===== src/rtl/shf_pkg.sv =====
package shf_pkg;
    typedef enum logic [1:0] {
        SHF_LSL = 2'd0,
        SHF_LSR = 2'd1,
        SHF_ASR = 2'd2,
        SHF_ROR = 2'd3
    } shf_op_e;
endpackage


===== src/rtl/shf_amount_decode.sv =====
module shf_amount_decode #(
    parameter int WIDTH    = 32,
    parameter int AMT_BITS = 8,
    localparam int LOG2W   = $clog2(WIDTH)
) (
    input  logic [AMT_BITS-1:0] amt_i,
    output logic                is_zero_o,
    output logic                at_width_o,
    output logic                beyond_o,
    output logic [LOG2W-1:0]    sub_amt_o
);
    localparam logic [AMT_BITS-1:0] WIDTH_AMT = AMT_BITS'(WIDTH);

    always_comb begin
        is_zero_o  = (amt_i == '0);
        at_width_o = (amt_i == WIDTH_AMT);
        beyond_o   = (amt_i > WIDTH_AMT);
        sub_amt_o  = amt_i[LOG2W-1:0];
    end
endmodule


===== src/rtl/shf_stage_net.sv =====
module shf_stage_net
    import shf_pkg::*;
#(
    parameter int WIDTH  = 32,
    localparam int LOG2W = $clog2(WIDTH)
) (
    input  logic [WIDTH-1:0] opnd_i,
    input  shf_op_e          op_i,
    input  logic [LOG2W-1:0] sub_amt_i,
    output logic [WIDTH-1:0] moved_o
);
    logic [WIDTH-1:0] lvl [LOG2W+1];
    logic             sign_bit;

    assign sign_bit = opnd_i[WIDTH-1];
    assign lvl[0]   = opnd_i;

    for (genvar k = 0; k < LOG2W; k++) begin : g_stage
        localparam int STEP = 1 << k;
        logic [WIDTH-1:0] step_val;
        always_comb begin
            unique case (op_i)
                SHF_LSL: step_val = {lvl[k][WIDTH-1-STEP:0], {STEP{1'b0}}};
                SHF_LSR: step_val = {{STEP{1'b0}}, lvl[k][WIDTH-1:STEP]};
                SHF_ASR: step_val = {{STEP{sign_bit}}, lvl[k][WIDTH-1:STEP]};
                SHF_ROR: step_val = {lvl[k][STEP-1:0], lvl[k][WIDTH-1:STEP]};
                default: step_val = lvl[k];
            endcase
        end
        assign lvl[k+1] = sub_amt_i[k] ? step_val : lvl[k];
    end

    assign moved_o = lvl[LOG2W];
endmodule


===== src/rtl/shf_carry_pick.sv =====
module shf_carry_pick
    import shf_pkg::*;
#(
    parameter int WIDTH  = 32,
    localparam int LOG2W = $clog2(WIDTH)
) (
    input  logic [WIDTH-1:0] opnd_i,
    input  shf_op_e          op_i,
    input  logic             is_zero_i,
    input  logic             at_width_i,
    input  logic             beyond_i,
    input  logic [LOG2W-1:0] sub_amt_i,
    input  logic             carry_i,
    output logic             carry_o
);
    logic [LOG2W-1:0] idx_left;
    logic [LOG2W-1:0] idx_right;

    assign idx_left  = LOG2W'(0) - sub_amt_i;
    assign idx_right = sub_amt_i - LOG2W'(1);

    always_comb begin
        if (is_zero_i) begin
            carry_o = carry_i;
        end else begin
            unique case (op_i)
                SHF_LSL: carry_o = beyond_i ? 1'b0 :
                                   at_width_i ? opnd_i[0] : opnd_i[idx_left];
                SHF_LSR: carry_o = beyond_i ? 1'b0 :
                                   at_width_i ? opnd_i[WIDTH-1] : opnd_i[idx_right];
                SHF_ASR: carry_o = (beyond_i || at_width_i) ? opnd_i[WIDTH-1]
                                                            : opnd_i[idx_right];
                SHF_ROR: carry_o = opnd_i[idx_right];
                default: carry_o = carry_i;
            endcase
        end
    end
endmodule


===== src/rtl/barrel_shifter_cy.sv =====
module barrel_shifter_cy
    import shf_pkg::*;
#(
    parameter int WIDTH    = 32,
    parameter int AMT_IN_W = 32,
    parameter int AMT_BITS = 8,
    localparam int LOG2W   = $clog2(WIDTH)
) (
    input  logic [WIDTH-1:0]    opnd_i,
    input  logic [AMT_IN_W-1:0] amount_i,
    input  logic [1:0]          op_i,
    input  logic                carry_i,
    output logic [WIDTH-1:0]    result_o,
    output logic                carry_o
);
    shf_op_e          op_sel;
    logic             is_zero, at_width, beyond;
    logic [LOG2W-1:0] sub_amt;
    logic [WIDTH-1:0] net_val;

    assign op_sel = shf_op_e'(op_i);

    shf_amount_decode #(.WIDTH(WIDTH), .AMT_BITS(AMT_BITS)) u_dec (
        .amt_i      (amount_i[AMT_BITS-1:0]),
        .is_zero_o  (is_zero),
        .at_width_o (at_width),
        .beyond_o   (beyond),
        .sub_amt_o  (sub_amt)
    );

    shf_stage_net #(.WIDTH(WIDTH)) u_net (
        .opnd_i    (opnd_i),
        .op_i      (op_sel),
        .sub_amt_i (sub_amt),
        .moved_o   (net_val)
    );

    shf_carry_pick #(.WIDTH(WIDTH)) u_cy (
        .opnd_i     (opnd_i),
        .op_i       (op_sel),
        .is_zero_i  (is_zero),
        .at_width_i (at_width),
        .beyond_i   (beyond),
        .sub_amt_i  (sub_amt),
        .carry_i    (carry_i),
        .carry_o    (carry_o)
    );

    always_comb begin
        if (is_zero) begin
            result_o = opnd_i;
        end else begin
            unique case (op_sel)
                SHF_LSL, SHF_LSR: result_o = (at_width || beyond) ? '0 : net_val;
                SHF_ASR:          result_o = (at_width || beyond) ? {WIDTH{opnd_i[WIDTH-1]}}
                                                                  : net_val;
                SHF_ROR:          result_o = net_val;
                default:          result_o = net_val;
            endcase
        end
    end

    always_comb begin
        if (amount_i[AMT_BITS-1:0] == '0) begin
            AST_ZERO_PASS: assert (result_o == opnd_i && carry_o == carry_i);
        end
        if (op_i == 2'd0 && amount_i[AMT_BITS-1:0] > AMT_BITS'(WIDTH)) begin
            AST_LSL_CLEAR: assert (result_o == '0 && carry_o == 1'b0);
        end
        if (op_i == 2'd1 && amount_i[AMT_BITS-1:0] > AMT_BITS'(WIDTH)) begin
            AST_LSR_CLEAR: assert (result_o == '0 && carry_o == 1'b0);
        end
        if (op_i == 2'd2 && amount_i[AMT_BITS-1:0] >= AMT_BITS'(WIDTH)) begin
            AST_ASR_FILL: assert (carry_o == opnd_i[WIDTH-1] &&
                                  $countones(result_o) == (opnd_i[WIDTH-1] ? WIDTH : 0));
        end
        if (op_i == 2'd3 && amount_i[AMT_BITS-1:0] != '0 && amount_i[LOG2W-1:0] == '0) begin
            AST_ROR_WRAP: assert (result_o == opnd_i && carry_o == opnd_i[WIDTH-1]);
        end
        if (op_i == 2'd3 && amount_i[AMT_BITS-1:0] != '0) begin
            AST_ROR_CARRY: assert (carry_o == result_o[WIDTH-1]);
        end
    end
endmodule


===== config.mk =====
export PLATFORM = sky130hd
export DESIGN_NAME = barrel_shifter_cy
export DESIGN_NICKNAME = d
export VERILOG_FILES = /design/src/rtl/shf_pkg.sv /design/src/rtl/shf_amount_decode.sv /design/src/rtl/shf_stage_net.sv /design/src/rtl/shf_carry_pick.sv /design/src/rtl/barrel_shifter_cy.sv
export SDC_FILE = /design/constraint.sdc
export NUM_CORES = 1
export LEC_CHECK = 0
export BUFFER_PORTS_ARGS = -buffer_cell sky130_fd_sc_hd__buf_2
export CAP_MARGIN = 20
export CORE_MARGIN = 4
export CORE_UTILIZATION = 60
export DETAILED_ROUTE_END_ITERATION = 7
export PLACE_DENSITY = 0.95
export REMOVE_ABC_BUFFERS = 1
export SYNTH_ARGS = -nofsm -noshare
export SYNTH_HDL_FRONTEND = slang
export SYNTH_HIERARCHICAL = 1
export SYNTH_SLANG_ARGS = --single-unit
export TNS_END_PERCENT = 100

===== constraint.sdc =====
create_clock -name vclk -period 7.85
set_clock_uncertainty 0.15 [all_clocks]
set_input_delay 0.3925 -clock vclk [all_inputs]
set_output_delay 0.3925 -clock vclk [all_outputs]
set_load 0.01 [all_outputs]

==> results.md <==
* Tmin final at 4.79 ns
* ANT cells at 0
* Arr. time, crit path at around 4.3 ns
* Synth Instances at a little over 800
* Synth cell count leaders: 77 x nor2_1, 65 x a21oi_1, 56 x nand2_1
* Vias in the first global route at 7039
* Setup TNS at 0 ns
* Top cells by area, synth: mux4_2 7.9%, a21oi_1 5.7%, nor2_1 5.1%
* Layout cell share with drive strength beyond 1 at 0.205
* Die Footprint at around 11000 sq um
* Least-Margin Pin Slew at 1.13 ns
* Synthesized area per cell at 7.06 sq um
* CP startpoint kind: input port
* Crit Path Class: in2out
* Seq_cells at 0
* GRT met3 Usage at 0.130
* GP Congestion at 1.08
* Routed vias at between 8000 and 9000
* Worst relative slew slack at 0.246
* Area added between synthesis and finish at 2.68%
* Initial core utilization at 0.617
* Comb power frac at 1.000
* Pint at 0.000172 W
* Grt ovf at 0
* DRC at 4
* Buffers on Ports at 76
* Hold Crit Class: in2out
* Rows at 35
* Antenna violations before repair at 0
* Final Setup Violations at 0
* Vias per Instance at 8.59
* Clock power share at 0
* DIE WIDTH at 105 um
* 1st-iter DRT viols at 1898
* Fin crit share at 0.610
* Area of the multi-input gates at 5130 sq um
* Fill cells at 891
* Top-count cell post-synth: nor2_1
* Final Core Density at 0.634
* Failing checks: DRC
* Seq/Total Area, Yosys at 0
* Pwr dens at ~84 nW/um^2
* Max FO, Critical Path at 49
* IO Count at 100
* Status: finished, violations left
* IR drop worst, VDD at 0.0707 mV
* Fmax at 0.209 GHz
* Worst setup EP type: output pin
* Final HPWL DP at 19100 um
* Switch Pwr at about 0.00032 W
* GRT Total Usage at 0.467
* Met2 usage at 0.670
* Routed len/inst at around 29 um
* Critical Path RT at 7.31 ns
* Layout clock buffer count at 0
* Hold Crit Start: opnd_i[21]
* Number of violations of the max-capacitance limit at 0
* Core Box Area at 9240 sq um
* Max Transition Viols Final at 0
* Gr busiest metal: met2
* Lkg Pwr at 2.11 nW
* Setup Buffers After CTS at 0
* Post-CTS sizing at 0
* Area leader, netlist: mux4_2
* Routed WL at ~28000 um
* Mapped Area at 5700 sq um
* Final #Nets at 879
* Largest net degree at the start of global routing at 65
* Met1 GRT Util at 0.616
* Synth Warn # at 6
* Global-route wire length before repair at 41400 um
* Seq pwr share at 0
* Synth top area share at 0.0790
* WHS Endpoint: result_o[21]
* Unrepaired setup endpoints after global routing: false
* Cell variety after synth at 95
* Post-CTS Hold Fix Bufs at 0
* Die height at 105 um
* Final hold vios at 0
* Switching Fraction at 0.648
* Register Area at 0 sq um
* Post-route ant nets at 0
* Hold path cells at 3
* TritonRoute pass-1 iters at 8
through the flow:
stage	cells	setup WS (ns)	hold slack [ns]	area, sq um	power (W)
after floorplan	717	3.45	0.789	5180	0.000277
after global placement	938	3.39	1.04	5850	0.000456
after detailed placement	938	3.33	1.04	5850	0.000460
after CTS	938	3.32	1.04	5850	0.000461
after global routing	938	3.04	1.08	5850	0.000507
final	938	3.06	1.04	5850	0.000490
logic make-up after synthesis:
logic type	Yosys count	share of synthesized area
and+or+nand+nor	271	0.260
xor gates and xnor gates	6	0.0138
buffers and inverters	106	0.101
adders and majority gates	1	0.00219
AOI/OAI and AO/OA	371	0.480
muxes	53	0.144
cell type report:
cell class / instances / area share
multi-input combinational: 702 / 0.877
inverter: 15 / 0.00962
timing repair buffer: 92 / 0.0859
tap: 129 / 0.0276
power by group through the flow:
stage          clock (W)  combinational [W]  sequential, W
2_1_floorplan          0           0.000277              0
3_3_place_gp           0           0.000456              0
3_5_place_dp           0           0.000460              0
4_1_cts                0           0.000461              0
5_1_grt                0           0.000507              0
6_report               0           0.000490              0
how the worst max path moves through the flow:
stage / startpoint / end / slack, ns / cells after the start
6_report: op_i[1] / result_o[31] / 3.06 / 12
5_1_grt: op_i[1] / result_o[31] / 3.04 / 12
3_3_place_gp: op_i[0] / result_o[31] / 3.39 / 12
3_5_place_dp: op_i[1] / result_o[31] / 3.33 / 12
4_1_cts: op_i[1] / result_o[31] / 3.32 / 12
2_1_floorplan: amount_i[1] / result_o[31] / 3.45 / 5
cells in the final DEF (no fill, tap or decap), drive strengths merged, types with 5 or more instances in the layout:
| master | synthesis | final |
|---|---|---|
| mux4 | 22 | 22 |
| a221oi | 8 | 8 |
| inv | 14 | 14 |
| o2111ai | 5 | 5 |
| o21a | 9 | 9 |
| o21ai | 70 | 70 |
| a311oi | 32 | 32 |
| nor3 | 24 | 24 |
| o32ai | 6 | 6 |
| mux2 | 5 | 5 |
| nand2 | 57 | 57 |
| a211oi | 10 | 10 |
| nand2b | 10 | 10 |
| o221ai | 11 | 11 |
| or3 | 5 | 5 |
| and2 | 12 | 12 |
| buf | 62 | 92 |
| o2bb2ai | 5 | 5 |
| o211ai | 9 | 9 |
| nor2 | 78 | 78 |
| a221o | 31 | 31 |
| a31oi | 22 | 22 |
| o22ai | 20 | 20 |
| o211a | 5 | 5 |
| a2bb2oi | 6 | 6 |
| nand3 | 18 | 18 |
| o311ai | 5 | 5 |
| or3b | 30 | 30 |
| a21oi | 67 | 67 |
| a22oi | 15 | 15 |
| mux2i | 26 | 26 |
| and3 | 6 | 6 |
| nor2b | 11 | 11 |
layer usage:
| layer | share of wire | routed length, um | vias up |
|---|---|---|---|
| li1 | - | - | 3277 |
| met5 | 0 | 0 | - |
| met1 | 0.35 | 9630 | 3674 |
| met2 | 0.40 | 10900 | 883 |
| met3 | 0.17 | 4570 | 223 |
| met4 | 0.089 | 2440 | 0 |
critical path, stage by stage:
cell,delay [ns]
buf_2,0.62
buf_4,0.51
nor2b_1,0.50
nor2_1,0.20
nor2_1,0.48
o221ai_1,0.33
o21ai_1,0.22
a221o_1,0.17
a32oi_1,0.08
a32o_1,0.30
a221o_1,0.28
buf_2,0.14
Power figures use the tool's default switching activity.
